**config.mk**
```make
export PLATFORM = sky130hd
export DESIGN_NAME = wb_uop_cracker
export DESIGN_NICKNAME = d
export VERILOG_FILES = /design/src/rtl/wbc_pkg.sv /design/src/rtl/wbc_planner.sv /design/src/rtl/wbc_wb_builder.sv /design/src/rtl/wbc_step_sel.sv /design/src/rtl/wb_uop_cracker.sv
export SDC_FILE = /design/constraint.sdc
export NUM_CORES = 1
export LEC_CHECK = 0
export BUFFER_PORTS_ARGS = -buffer_cell sky130_fd_sc_hd__buf_2
export CAP_MARGIN = 20
export CELL_PAD_IN_SITES_DETAIL_PLACEMENT = 0
export CELL_PAD_IN_SITES_GLOBAL_PLACEMENT = 2
export CORE_AREA = 2 2 100 102
export DETAILED_ROUTE_END_ITERATION = 16
export DIE_AREA = 0 0 102 104
export GPL_TIMING_DRIVEN = 0
export PLACE_DENSITY_LB_ADDON = 0.08
export RECOVER_POWER = 100
export SETUP_SLACK_MARGIN = 0.4
export SLEW_MARGIN = 40
export SYNTH_ARGS = -nofsm -noshare
export SYNTH_HDL_FRONTEND = slang
export SYNTH_SLANG_ARGS = --single-unit
```
**constraint.sdc**
```tcl
create_clock -name clk -period 5.3 [get_ports clk]
set_input_delay 0.53 -clock clk [delete_from_list [all_inputs] [get_ports clk]]
set_output_delay 0.53 -clock clk [all_outputs]
set_load 0.005 [all_outputs]
```
**src/rtl/wbc_pkg.sv**
```systemverilog
package wbc_pkg;

    typedef enum logic [2:0] {
        IC_LOAD       = 3'd0,
        IC_LOAD_PAIR  = 3'd1,
        IC_STORE      = 3'd2,
        IC_EXC_RET    = 3'd3,
        IC_STATE_SAVE = 3'd4,
        IC_VEC_MULTI  = 3'd5,
        IC_VEC_SINGLE = 3'd6
    } iclass_e;

    typedef enum logic [2:0] {
        UK_MEM     = 3'd0,
        UK_ADD_IMM = 3'd1,
        UK_SUB_IMM = 3'd2,
        UK_ADD_REG = 3'd3,
        UK_SUB_REG = 3'd4,
        UK_MOVE    = 3'd5
    } ukind_e;

    typedef enum logic [1:0] {
        SEQ_SINGLE,
        SEQ_PAIR,
        SEQ_PC_LAST,
        SEQ_IDX_COPY
    } seq_e;

    typedef enum logic [2:0] {
        PK_MEM,
        PK_MEM_TMP,
        PK_WB,
        PK_MOV_PC,
        PK_MOV_IDX
    } pick_e;

    typedef enum logic {
        ST_IDLE,
        ST_EMIT
    } state_e;

endpackage

```
**src/rtl/wbc_planner.sv**
```systemverilog
module wbc_planner
    import wbc_pkg::*;
#(
    parameter int ARCH_W = 4
) (
    input  logic [2:0]        cls,
    input  logic              wb,
    input  logic              reg_off,
    input  logic [ARCH_W-1:0] dst,
    input  logic [ARCH_W-1:0] dst2,
    input  logic [ARCH_W-1:0] idx,
    output seq_e              seq
);

    localparam logic [ARCH_W-1:0] PC_NUM = '1;

    always_comb begin
        seq = SEQ_PAIR;
        if (!wb) begin
            seq = SEQ_SINGLE;
        end else begin
            case (cls)
                IC_LOAD: begin
                    if (dst == PC_NUM)
                        seq = SEQ_PC_LAST;
                    else if (reg_off && (dst == idx))
                        seq = SEQ_IDX_COPY;
                end
                IC_LOAD_PAIR: begin
                    if (reg_off && ((dst == idx) || (dst2 == idx)))
                        seq = SEQ_IDX_COPY;
                end
                default: seq = SEQ_PAIR;
            endcase
        end
    end

endmodule

```
**src/rtl/wbc_wb_builder.sv**
```systemverilog
module wbc_wb_builder
    import wbc_pkg::*;
#(
    parameter int ARCH_W  = 4,
    parameter int IMM_W   = 12,
    parameter int SHAMT_W = 5,
    parameter int VCNT_W  = 4
) (
    input  logic [2:0]         cls,
    input  logic               add,
    input  logic               reg_off,
    input  logic [ARCH_W-1:0]  idx,
    input  logic [IMM_W-1:0]   imm,
    input  logic [SHAMT_W-1:0] shamt,
    input  logic [1:0]         shtype,
    input  logic [VCNT_W-1:0]  vcnt,
    input  logic               use_tmp,
    output ukind_e             kind,
    output logic [ARCH_W:0]    src_b,
    output logic [IMM_W-1:0]   imm_o,
    output logic [SHAMT_W-1:0] shamt_o,
    output logic [1:0]         shtype_o
);

    localparam logic [ARCH_W-1:0] PC_NUM  = '1;
    localparam logic [ARCH_W-1:0] SP_NUM  = PC_NUM - 2'd2;
    localparam logic [ARCH_W:0]   TMP_NUM = {1'b1, {ARCH_W{1'b0}}};

    logic [IMM_W-1:0] vec_size;
    logic             vec_by_reg;

    assign vec_size   = (cls == IC_VEC_MULTI) ? (IMM_W'(vcnt) << 3) : imm;
    assign vec_by_reg = (idx != PC_NUM) && (idx != SP_NUM);

    always_comb begin
        kind     = UK_ADD_IMM;
        src_b    = '0;
        imm_o    = '0;
        shamt_o  = '0;
        shtype_o = '0;
        case (cls)
            IC_EXC_RET, IC_STATE_SAVE: begin
                imm_o = imm;
            end
            IC_VEC_MULTI, IC_VEC_SINGLE: begin
                if (vec_by_reg) begin
                    kind  = UK_ADD_REG;
                    src_b = {1'b0, idx};
                end else begin
                    imm_o = vec_size;
                end
            end
            default: begin
                if (reg_off) begin
                    kind     = add ? UK_ADD_REG : UK_SUB_REG;
                    src_b    = use_tmp ? TMP_NUM : {1'b0, idx};
                    shamt_o  = shamt;
                    shtype_o = shtype;
                end else begin
                    kind  = add ? UK_ADD_IMM : UK_SUB_IMM;
                    imm_o = imm;
                end
            end
        endcase
    end

endmodule

```
**src/rtl/wbc_step_sel.sv**
```systemverilog
module wbc_step_sel
    import wbc_pkg::*;
#(
    parameter int ARCH_W  = 4,
    parameter int IMM_W   = 12,
    parameter int SHAMT_W = 5
) (
    input  seq_e               seq,
    input  logic [1:0]         step,
    input  logic [ARCH_W-1:0]  dst,
    input  logic [ARCH_W-1:0]  dst2,
    input  logic [ARCH_W-1:0]  base,
    input  logic [ARCH_W-1:0]  idx,
    input  logic               add,
    input  logic [IMM_W-1:0]   imm,
    input  logic [SHAMT_W-1:0] shamt,
    input  logic [1:0]         shtype,
    input  ukind_e             wb_kind,
    input  logic [ARCH_W:0]    wb_src_b,
    input  logic [IMM_W-1:0]   wb_imm,
    input  logic [SHAMT_W-1:0] wb_shamt,
    input  logic [1:0]         wb_shtype,
    output logic [2:0]         kind,
    output logic [ARCH_W:0]    o_dst,
    output logic [ARCH_W:0]    o_dst2,
    output logic [ARCH_W:0]    o_src_a,
    output logic [ARCH_W:0]    o_src_b,
    output logic               o_add,
    output logic [IMM_W-1:0]   o_imm,
    output logic [SHAMT_W-1:0] o_shamt,
    output logic [1:0]         o_shtype,
    output logic               last
);

    localparam logic [ARCH_W:0] PC_NUM  = {1'b0, {ARCH_W{1'b1}}};
    localparam logic [ARCH_W:0] TMP_NUM = {1'b1, {ARCH_W{1'b0}}};

    pick_e  pick;
    ukind_e k;

    always_comb begin
        pick = PK_MEM;
        last = 1'b0;
        unique case (seq)
            SEQ_SINGLE: last = 1'b1;
            SEQ_PAIR: begin
                if (step != 2'd0) begin
                    pick = PK_WB;
                    last = 1'b1;
                end
            end
            SEQ_PC_LAST: begin
                case (step)
                    2'd0:    pick = PK_MEM_TMP;
                    2'd1:    pick = PK_WB;
                    default: begin
                        pick = PK_MOV_PC;
                        last = 1'b1;
                    end
                endcase
            end
            SEQ_IDX_COPY: begin
                case (step)
                    2'd0:    pick = PK_MOV_IDX;
                    2'd1:    pick = PK_MEM;
                    default: begin
                        pick = PK_WB;
                        last = 1'b1;
                    end
                endcase
            end
        endcase
    end

    always_comb begin
        k        = UK_MEM;
        o_dst    = '0;
        o_dst2   = '0;
        o_src_a  = '0;
        o_src_b  = '0;
        o_add    = add;
        o_imm    = '0;
        o_shamt  = '0;
        o_shtype = '0;
        case (pick)
            PK_MEM, PK_MEM_TMP: begin
                k        = UK_MEM;
                o_dst    = (pick == PK_MEM_TMP) ? TMP_NUM : {1'b0, dst};
                o_dst2   = {1'b0, dst2};
                o_src_a  = {1'b0, base};
                o_src_b  = {1'b0, idx};
                o_imm    = imm;
                o_shamt  = shamt;
                o_shtype = shtype;
            end
            PK_WB: begin
                k        = wb_kind;
                o_dst    = {1'b0, base};
                o_src_a  = {1'b0, base};
                o_src_b  = wb_src_b;
                o_imm    = wb_imm;
                o_shamt  = wb_shamt;
                o_shtype = wb_shtype;
            end
            PK_MOV_PC: begin
                k       = UK_MOVE;
                o_dst   = PC_NUM;
                o_src_a = TMP_NUM;
            end
            default: begin
                k       = UK_MOVE;
                o_dst   = TMP_NUM;
                o_src_a = {1'b0, idx};
            end
        endcase
    end

    assign kind = k;

endmodule

```
**src/rtl/wb_uop_cracker.sv**
```systemverilog
module wb_uop_cracker
    import wbc_pkg::*;
#(
    parameter int NUM_ARCH_REGS = 16,
    parameter int IMM_W         = 12,
    parameter int SHAMT_W       = 5,
    parameter int VCNT_W        = 4
) (
    input  logic                             clk,
    input  logic                             rst_n,
    input  logic                             in_valid,
    output logic                             in_ready,
    input  logic [2:0]                       in_cls,
    input  logic [$clog2(NUM_ARCH_REGS)-1:0] in_dst,
    input  logic [$clog2(NUM_ARCH_REGS)-1:0] in_dst2,
    input  logic [$clog2(NUM_ARCH_REGS)-1:0] in_base,
    input  logic [$clog2(NUM_ARCH_REGS)-1:0] in_idx,
    input  logic                             in_add,
    input  logic                             in_reg_off,
    input  logic [SHAMT_W-1:0]               in_shamt,
    input  logic [1:0]                       in_shtype,
    input  logic                             in_wb,
    input  logic [IMM_W-1:0]                 in_imm,
    input  logic [VCNT_W-1:0]                in_vcnt,
    input  logic                             in_cond_adv,
    output logic                             out_valid,
    input  logic                             out_ready,
    output logic [2:0]                       out_kind,
    output logic [2:0]                       out_cls,
    output logic [$clog2(NUM_ARCH_REGS):0]   out_dst,
    output logic [$clog2(NUM_ARCH_REGS):0]   out_dst2,
    output logic [$clog2(NUM_ARCH_REGS):0]   out_src_a,
    output logic [$clog2(NUM_ARCH_REGS):0]   out_src_b,
    output logic                             out_add,
    output logic [IMM_W-1:0]                 out_imm,
    output logic [SHAMT_W-1:0]               out_shamt,
    output logic [1:0]                       out_shtype,
    output logic                             out_last,
    output logic                             out_cond_adv
);

    localparam int ARCH_W = $clog2(NUM_ARCH_REGS);

    state_e state_q, state_d;
    logic [1:0] step_q, step_d;
    seq_e plan_seq, seq_q;

    logic [2:0]         h_cls;
    logic [ARCH_W-1:0]  h_dst, h_dst2, h_base, h_idx;
    logic               h_add, h_reg_off, h_cond;
    logic [SHAMT_W-1:0] h_shamt;
    logic [1:0]         h_shtype;
    logic [IMM_W-1:0]   h_imm;
    logic [VCNT_W-1:0]  h_vcnt;

    ukind_e             wb_kind;
    logic [ARCH_W:0]    wb_src_b;
    logic [IMM_W-1:0]   wb_imm;
    logic [SHAMT_W-1:0] wb_shamt;
    logic [1:0]         wb_shtype;
    logic               sel_last;

    wbc_planner #(.ARCH_W(ARCH_W)) u_plan (
        .cls     (in_cls),
        .wb      (in_wb),
        .reg_off (in_reg_off),
        .dst     (in_dst),
        .dst2    (in_dst2),
        .idx     (in_idx),
        .seq     (plan_seq)
    );

    wbc_wb_builder #(
        .ARCH_W(ARCH_W), .IMM_W(IMM_W), .SHAMT_W(SHAMT_W), .VCNT_W(VCNT_W)
    ) u_wb (
        .cls      (h_cls),
        .add      (h_add),
        .reg_off  (h_reg_off),
        .idx      (h_idx),
        .imm      (h_imm),
        .shamt    (h_shamt),
        .shtype   (h_shtype),
        .vcnt     (h_vcnt),
        .use_tmp  (seq_q == SEQ_IDX_COPY),
        .kind     (wb_kind),
        .src_b    (wb_src_b),
        .imm_o    (wb_imm),
        .shamt_o  (wb_shamt),
        .shtype_o (wb_shtype)
    );

    wbc_step_sel #(.ARCH_W(ARCH_W), .IMM_W(IMM_W), .SHAMT_W(SHAMT_W)) u_sel (
        .seq       (seq_q),
        .step      (step_q),
        .dst       (h_dst),
        .dst2      (h_dst2),
        .base      (h_base),
        .idx       (h_idx),
        .add       (h_add),
        .imm       (h_imm),
        .shamt     (h_shamt),
        .shtype    (h_shtype),
        .wb_kind   (wb_kind),
        .wb_src_b  (wb_src_b),
        .wb_imm    (wb_imm),
        .wb_shamt  (wb_shamt),
        .wb_shtype (wb_shtype),
        .kind      (out_kind),
        .o_dst     (out_dst),
        .o_dst2    (out_dst2),
        .o_src_a   (out_src_a),
        .o_src_b   (out_src_b),
        .o_add     (out_add),
        .o_imm     (out_imm),
        .o_shamt   (out_shamt),
        .o_shtype  (out_shtype),
        .last      (sel_last)
    );

    // next-state: accept, advance, retire
    always_comb begin
        state_d = state_q;
        step_d  = step_q;
        unique case (state_q)
            ST_IDLE: begin
                if (in_valid) begin
                    state_d = ST_EMIT;
                    step_d  = 2'd0;
                end
            end
            ST_EMIT: begin
                if (out_ready) begin
                    if (sel_last)
                        state_d = ST_IDLE;
                    else
                        step_d = step_q + 2'd1;
                end
            end
        endcase
    end

    // state register and instruction hold
    always_ff @(posedge clk or negedge rst_n) begin
        if (!rst_n) begin
            state_q   <= ST_IDLE;
            step_q    <= 2'd0;
            seq_q     <= SEQ_SINGLE;
            h_cls     <= '0;
            h_dst     <= '0;
            h_dst2    <= '0;
            h_base    <= '0;
            h_idx     <= '0;
            h_add     <= 1'b0;
            h_reg_off <= 1'b0;
            h_cond    <= 1'b0;
            h_shamt   <= '0;
            h_shtype  <= '0;
            h_imm     <= '0;
            h_vcnt    <= '0;
        end else begin
            state_q <= state_d;
            step_q  <= step_d;
            if (state_q == ST_IDLE && in_valid) begin
                seq_q     <= plan_seq;
                h_cls     <= in_cls;
                h_dst     <= in_dst;
                h_dst2    <= in_dst2;
                h_base    <= in_base;
                h_idx     <= in_idx;
                h_add     <= in_add;
                h_reg_off <= in_reg_off;
                h_cond    <= in_cond_adv;
                h_shamt   <= in_shamt;
                h_shtype  <= in_shtype;
                h_imm     <= in_imm;
                h_vcnt    <= in_vcnt;
            end
        end
    end

    // outputs
    always_comb begin
        in_ready     = (state_q == ST_IDLE);
        out_valid    = (state_q == ST_EMIT);
        out_cls      = h_cls;
        out_last     = sel_last;
        out_cond_adv = out_valid && sel_last && h_cond;
    end

endmodule

```
==> key figures, run 1 <==
Status
  – Status: complete, but fails checks
  – Failing checks: max-capacitance violations, max-slew violations

Routing
  – Vias post-DR: 2339
  – DRC errors left: 0
  – Total Wirelength: 7.88 mm
  – Routed Antenna Nets: 0
  – Detailed Route Iter0 Violations: 68
  – Vias per inst: 4.63
  – Routed wire per std cell: 15.6 µm
  – Drt pass-1 iters: 4

Logic synthesis
  – Mapped Nets: 320
  – EDFF count, synth: 0
  – Synth Area in Simple Gates: 0.145
  – Seq/Total Area, Yosys: 0.446
  – Main combinational cell family by area after synthesis: multiplexers
  – Top FF cell, synth: dfrtp_1
  – Synthesized instance count: 266
  – Mux contribution to synthesized area: 0.165
  – Async SR Flop Fraction: 1.00
  – Top cells by area, synth: dfrtp_1, mux2_2, nor2b_1, a21oi_1, o21ai_0
  – Compound-Gate Fraction of Synth Area: 0.151
  – Synthesized-area fraction occupied by adder cells: 0.0178
  – Most frequent cells after synthesis: dfrtp_1, mux2_2, nor2b_1
  – #FFs+latches synth: 50
  – Syn avg cell area: 10.5 µm²
  – Synth top area share: 0.446
  – Top-count cell post-synth: dfrtp_1
  – Yosys warnings: 0
  – Post-Syn Area: 2800 µm²
  – Post-Synth XOR/XNOR Area: 0.0312
  – Post-synth top area cell: dfrtp_1
  – Cell variety after synth: 41

Die
  – Num rows: 36
  – Initial Util: 0.294
  – Die height: 104 µm
  – Die width: 102 µm
  – Die area: 10600 µm²
  – CORE AREA: 9550 µm²
  – Top Ports: 100

GRT
  – Largest net degree at the start of global routing: 51
  – Met1 Use GR: 0.213
  – First-pass GRT wire length: 12.5 mm
  – Gr ovfl total: 0
  – Antenna violations before repair: 0
  – Vias in the first global route: 2339
  – Grt met3 use: 0.0457
  – Met2 Track Usage GR: 0.230
  – Overall routing resource usage: 0.152
  – Most Used Layer, Global Route: met2

STA
  – Worst-Margin Slew: 2840 ps
  – Final worst path period need: 3560 ps
  – Hold Vio Cnt, Final: 0
  – Slew Viols, Final: 51
  – Setup repair after global routing missed its margin: false
  – Finish-stage setup viols: 0
  – Slew margin rel.: -0.895
  – Worst Hold Slack: 423 ps
  – Fin Setup TNS: 0 ps
  – Final Skew: 5.86 ps
  – Crit share post-route: 0.671
  – Max Fclk: 0.281 GHz

CTS
  – Resized Gates After CTS: 0
  – Setup Buffers After CTS: 0
  – Worst-path clk slew: 90 ps
  – CTS Buffer Depth: 2
  – Clk_lat worst skew: 310 ps
  – TritonCTS clock tree: done
  – Number of CTS-inserted buffers: 5
  – Htree depth: 2
  – Clk sink count: 50
  – Root buffer cell: clkbuf_8
  – Post-CTS Hold Buffers: 0

Power and ir drop
  – Pwr dens: 574 nW/µm²
  – Internal power: 1.24 mW
  – Switching pwr: 0.778 mW
  – Power share of the combinational group: 0.517
  – Lkg Pwr: 1.60 nW
  – Sw Ratio: 0.386
  – Max VDD drop: 196 µV
  – Seq pwr share: 0.345
  – Clock group share of total power: 0.138

Final layout
  – Final core utilization: 0.368
  – Sequential cell area: 1250 µm²
  – Layout fillers: 1052
  – Post-route cell area: 3510 µm²
  – Final nets: 425
  – Multi-input gate area: 1420 µm²
  – Layout cell share with drive strength beyond 1: 0.355
  – Ant diodes: 0
  – Area growth, synth to finish: 25.3%

Worst setup path
  – Startpoint Class: flop
  – Worst R2R End: h_cond$_DFFE_PN0P_
  – R2R Path Start: out_valid$_DFF_PN0_
  – Reg2Reg Depth: 5
  – CP arrival: 3030 ps
  – Critical path required time: 4770 ps
  – Critical path class: flop to primary output
  – Crit. End Element: primary output
  – Reg2Reg Setup Slack: 3030 ps
  – Crit Path Max Fanout: 10

Placement
  – DP HPWL: 5.98 mm
  – IO Port Bufs: 98
  – Post-DP Area: 3470 µm²
  – Routability cong.: 0.765

Run
  – Max Cap Viol: 1

Min path
  – HP Class: input pin to flop
  – Hold Path Origin: in_vcnt[3]
  – Hold depth: 3
  – Worst Hold End: h_vcnt[3]$_DFFE_PN0P_
==> final cells by class <==
class	instances	area share
multi-input combinational	189	0.403
sequential	50	0.356
timing repair buffer	98	0.131
tap	133	0.0474
clock buffer	6	0.0207
buffer	16	0.0189
inverter	11	0.0118
clock inverter	2	0.0107
==> power by group through the flow <==
stage	clock network [mW]	logic, mW	registers [mW]
2_1_floorplan	0	0.716	0.665
3_3_place_gp	0	1.09	0.703
3_5_place_dp	0	1.10	0.708
4_1_cts	0.288	1.11	0.700
5_1_grt	0.305	1.16	0.726
6_report	0.278	1.04	0.696
==> state kept, by name (all words and copies together), names as in the netlist <==
signal	count
h_dst2	4
step_q	2
h_reg_off	1
seq_q	2
h_dst	4
h_vcnt	4
h_cond	1
h_shtype	2
h_idx	4
h_shamt	5
out_valid	1
h_add	1
h_imm	12
h_base	4
out_cls	3
==> logic make-up after synthesis <==
kind of cell / count (synthesis)
AOI/OAI and AO/OA: 60
xor gates and xnor gates: 10
adders and majority gates: 4
buffers and inverters: 27
DFF: 50
muxes: 41
other: 1
and+or+nand+nor: 73
==> critical path: stages (launching register included) <==
cell and delay, ps:
dfrtp_1 390, inv_1 90, ha_1 270, or2_1 230, a211oi_1 780, clkbuf_1 460, nand3b_1 130, a21oi_1 180
a21o_1 100, buf_2 100
==> metal layers <==
layer / wire, µm / part of all wire / vias up
met5: 0 / 0 / -
met4: 79 / 0.010 / 0
met3: 475 / 0.060 / 7
met2: 3630 / 0.46 / 63
met1: 3700 / 0.47 / 1123
li1: - / - / 1146
==> per-stage QoR <==
stage,instances,worst slack [ps],power [mW]
2_1_floorplan,266,3030,1.38
3_3_place_gp,497,2530,1.80
3_5_place_dp,497,2500,1.81
4_1_cts,505,2140,2.09
5_1_grt,505,1450,2.19
6_report,505,1740,2.02
==> worst max-delay path by stage <==
| stage | start | slack [ps] | end | cells past startpoint |
|---|---|---|---|---|
| final | step_q[0]$_DFFE_PN0P_ | 1740 | out_imm[5] | 9 |
| after global routing | step_q[0]$_DFFE_PN0P_ | 1450 | out_imm[6] | 9 |
| after CTS | step_q[0]$_DFFE_PN0P_ | 2140 | out_shamt[3] | 9 |
| after detailed placement | step_q[0]$_DFFE_PN0P_ | 2500 | out_shamt[3] | 9 |
| after global placement | step_q[0]$_DFFE_PN0P_ | 2530 | out_src_b[3] | 9 |
| after floorplan | step_q[0]$_DFFE_PN0P_ | 3030 | out_imm[5] | 7 |
==> cell usage in the layout (no fill, tap or decap), drive strengths merged, types with 2 or more instances in the layout <==
| cell type | netlist | routed |
|---|---|---|
| and2 | 8 | 8 |
| and3b | 2 | 2 |
| dfrtp | 50 | 50 |
| nand3 | 6 | 6 |
| nand2 | 16 | 16 |
| xnor2 | 3 | 3 |
| nor2b | 23 | 23 |
| buf | 9 | 72 |
| a221o | 4 | 4 |
| clkbuf | 7 | 48 |
| nand3b | 5 | 5 |
| nor2 | 4 | 4 |
| a21oi | 13 | 13 |
| o21ba | 4 | 4 |
| a31oi | 3 | 3 |
| inv | 11 | 11 |
| a22oi | 5 | 5 |
| xor2 | 7 | 7 |
| or2 | 2 | 2 |
| o21ai | 15 | 15 |
| a21o | 5 | 5 |
| nor3 | 2 | 2 |
| and3 | 2 | 2 |
| a22o | 4 | 4 |
| ha | 4 | 4 |
| mux2 | 41 | 41 |
| nor4 | 2 | 2 |
Power figures use the tool's default switching activity.
==> run 2: changes to the inputs <==
- ABC_AREA: unset -> 1
- CORE_AREA: 2 2 100 102 -> 2 2 110 112
- DIE_AREA: 0 0 102 104 -> 0 0 112 114
- clock period: 5.3 -> 3.6 ns (I/O delays scaled with it)
==> run 2 against run 1 <==
Non-clock buffer count decreased by 2. Die area increased by 20%. Via count increased by 30%. Sequential share of layout area decreased by 3.1 points. First-iteration DRC count increased by 91%. The run now ends clean. Hold slack got worse by 320 ps. Combinational power increased by 72%. Global-route usage increased by 0.62 points. Synthesized cell count increased by 67%. Synthesized area increased by 9.2%. Worst setup slack got worse by 1100 ps.
==> key figures, run 2 <==
Logic synthesis
  – Mapped Nets: 497 (+55%)
  – Post-synth top area cell: dfrtp_1
  – Cell variety after synth: 28 (-32%)
  – Top-count cell post-synth: nand2_1
  – Syn avg cell area: 6.91 µm² (-34%)
  – Synthesized instance count: 443 (+67%)
  – Post-Syn Area: 3060 µm² (+9.2%)
  – Top FF cell, synth: dfrtp_1
  – #FFs+latches synth: 50 (unchanged)
  – Async SR Flop Fraction: 1.00 (unchanged)
  – Yosys warnings: 0 (unchanged)
  – Most frequent cells after synthesis: nand2_1, dfrtp_1, inv_1
  – Synth top area share: 0.409 (-0.0376)
  – EDFF count, synth: 0 (unchanged)
  – Top cells by area, synth: dfrtp_1, nand2_1, inv_1, nand3_1, a21boi_2
  – Seq/Total Area, Yosys: 0.409 (-0.0376)

Worst setup path
  – CP top delay family: simple AND/OR/NAND/NOR gates
  – Slowest CP cell: nor2_1
  – Critical path class: flop to primary output
  – Crit. End Element: primary output
  – Crit Path Max Fanout: 10 (unchanged)
  – CP bufs+invs: 4 (+1)
  – Most used cell, CP: inv_1
  – CP peak stage delay: 430 ps (-350 ps)
  – Startpoint Class: flop
  – Critical path required time: 3240 ps (-1530 ps)
  – Worst-path cell chain: inv_1, ha_1, inv_1, nand3_1, nand2_1, nor2_1, nor2_4, clkbuf_1, a21boi_0, buf_2
  – CP arrival: 2560 ps (-470 ps)

Routing
  – Detailed Route Iter0 Violations: 130 (+91%)
  – Routed wire per std cell: 13.9 µm (-11%)
  – DRC errors left: 0 (unchanged)
  – Total Wirelength: 9.66 mm (+23%)
  – Vias per inst: 4.36 (-5.8%)
  – Vias post-DR: 3036 (+30%)
  – Drt pass-1 iters: 4 (unchanged)
  – Routed Antenna Nets: 0 (unchanged)

STA
  – Finish-stage setup viols: 0 (unchanged)
  – Final worst path period need: 2920 ps
  – Hold Vio Cnt, Final: 0 (unchanged)
  – Max Fclk: 0.343 GHz
  – Slew margin rel.: 0.494 (+1.39)
  – Slew Viols, Final: 0 (-100%)
  – Final worst setup slack: 682 ps (-1060 ps)
  – Setup repair after global routing missed its margin: false
  – Worst-Margin Slew: 759 ps (-2080 ps)
  – Final Skew: 8.38 ps (+2.52 ps)
  – Fin Setup TNS: 0 ps (unchanged)
  – Crit share post-route: 0.811

Placement
  – IO Port Bufs: 98 (unchanged)
  – DP HPWL: 7.47 mm (+25%)
  – DP Worst Slack: 1340 ps (-1160 ps)
  – Routability cong.: 0.833 (+9.0%)

Power and ir drop
  – Pwr dens: 886 nW/µm² (+54%)
  – Max VDD drop: 246 µV (+26%)
  – Lkg Pwr: 2.19 nW (+37%)

CTS
  – TritonCTS clock tree: done
  – Clk sink count: 50 (unchanged)
  – Htree depth: 2 (unchanged)
  – Worst-path clk slew: 60 ps (-30 ps)
  – Root buffer cell: clkbuf_16
  – Resized Gates After CTS: 0 (unchanged)
  – Setup Buffers After CTS: 0 (unchanged)
  – Number of CTS-inserted buffers: 5 (unchanged)
  – Clk_lat worst skew: 300 ps (about the same)
  – Post-CTS Hold Buffers: 0 (unchanged)
  – CTS Buffer Depth: 2 (unchanged)

Die
  – Initial Util: 0.261 (-0.0322)
  – Die height: 114 µm (+9.6%)
  – Top Ports: 100 (unchanged)
  – Num rows: 40 (+11%)
  – CORE AREA: 11700 µm² (+23%)
  – Die width: 112 µm (+9.8%)
  – Die area: 12800 µm² (+20%)

Final layout
  – Layout cell share with drive strength beyond 1: 0.209 (-0.145)
  – Most frequent cells in the layout: nand2_1, buf_2, dfrtp_1
  – Final nets: 602 (+42%)
  – Most common cell after layout, fill and taps aside: nand2_1
  – Layout fillers: 1369 (+30%)
  – Largest regs: h_imm (12), h_shamt (5)
  – Ant diodes: 0 (unchanged)
  – Reg with most FFs: h_imm
  – Sequential cell area: 1250 µm² (unchanged)
  – Area growth, synth to finish: 25.9%
  – Max reg flops: 12 (unchanged)
  – Multi-input gate area: 1530 µm² (+7.8%)

GRT
  – Antenna violations before repair: 0 (unchanged)
  – First-pass GRT wire length: 15.9 mm (+27%)
  – Largest net degree at the start of global routing: 51 (unchanged)
  – Vias in the first global route: 3051 (+30%)
  – Overall routing resource usage: 0.159 (+0.00616)
  – Gr ovfl total: 0 (unchanged)

Min path
  – HP Class: input pin to asynchronous set/reset pin

Run
  – Max Cap Viol: 0 (-1)

Status
  – Status: completed
## run 2: area by class of cell
cell class,instances,area share
well taps,147,0.0477
clock inverters,2,0.00974
clock buffers,6,0.0334
plain buffers,14,0.0188
flip-flops and latches,50,0.325
inverters,47,0.0461
repair buffers,98,0.123
multi-input cells,332,0.396
## run 2: kinds of logic after synthesis
| group | synth area share |
|---|---|
| compound gates | 0.113 |
| fa+ha+maj | 0.0163 |
| buf+inv | 0.0858 |
| flops | 0.409 |
| other cells | 0.00122 |
| simple gates | 0.375 |
## run 2: path summary, 6_finish.rpt
kind	endpoint	from	cells after the start	slack, ps
worst max-delay path	out_imm[7]	step_q[1]$_DFFE_PN0P_	10	680
min in group clk	h_base[2]$_DFFE_PN0P_	in_base[2]	3	250
worst max register to register	h_cond$_DFFE_PN0P_	out_valid$_DFF_PN0_	6	1880
worst min register to register	h_shamt[2]$_DFFE_PN0P_	h_shamt[2]$_DFFE_PN0P_	2	470
max in group asynchronous	h_cond$_DFFE_PN0P_	rst_n	1	3060
worst min-delay path	h_dst2[2]$_DFFE_PN0P_	rst_n	1	100
## run 2: metrics by stage
stage	power (mW)	instances	util	cell area (µm²)	hold slack, ps
floorplan	2.23	443	-	3060	64.4
CTS	3.54	696	0.333	3910	129
global route	3.79	696	0.329	3850	154
global placement	2.96	688	0.319	3740	456
detailed placement	2.98	688	0.319	3740	451
finish	3.41	696	0.329	3850	98.4
## run 2: power breakdown
part / internal [mW] / switching, mW / total, mW / leakage (nW)
Sequential: 0.840 / 0.239 / 1.08 / 0.618
Combinational: 0.705 / 1.09 / 1.79 / 1.49
Clock: 0.329 / 0.216 / 0.544 / 0.0771
## run 2: layer usage
layer	track usage	vias to the layer above	routed length, µm
met5	0	-	0
met4	0.0455	0	140
met3	0.0345	8	477
met2	0.246	67	4270
met1	0.223	1384	4770
li1	-	1577	-
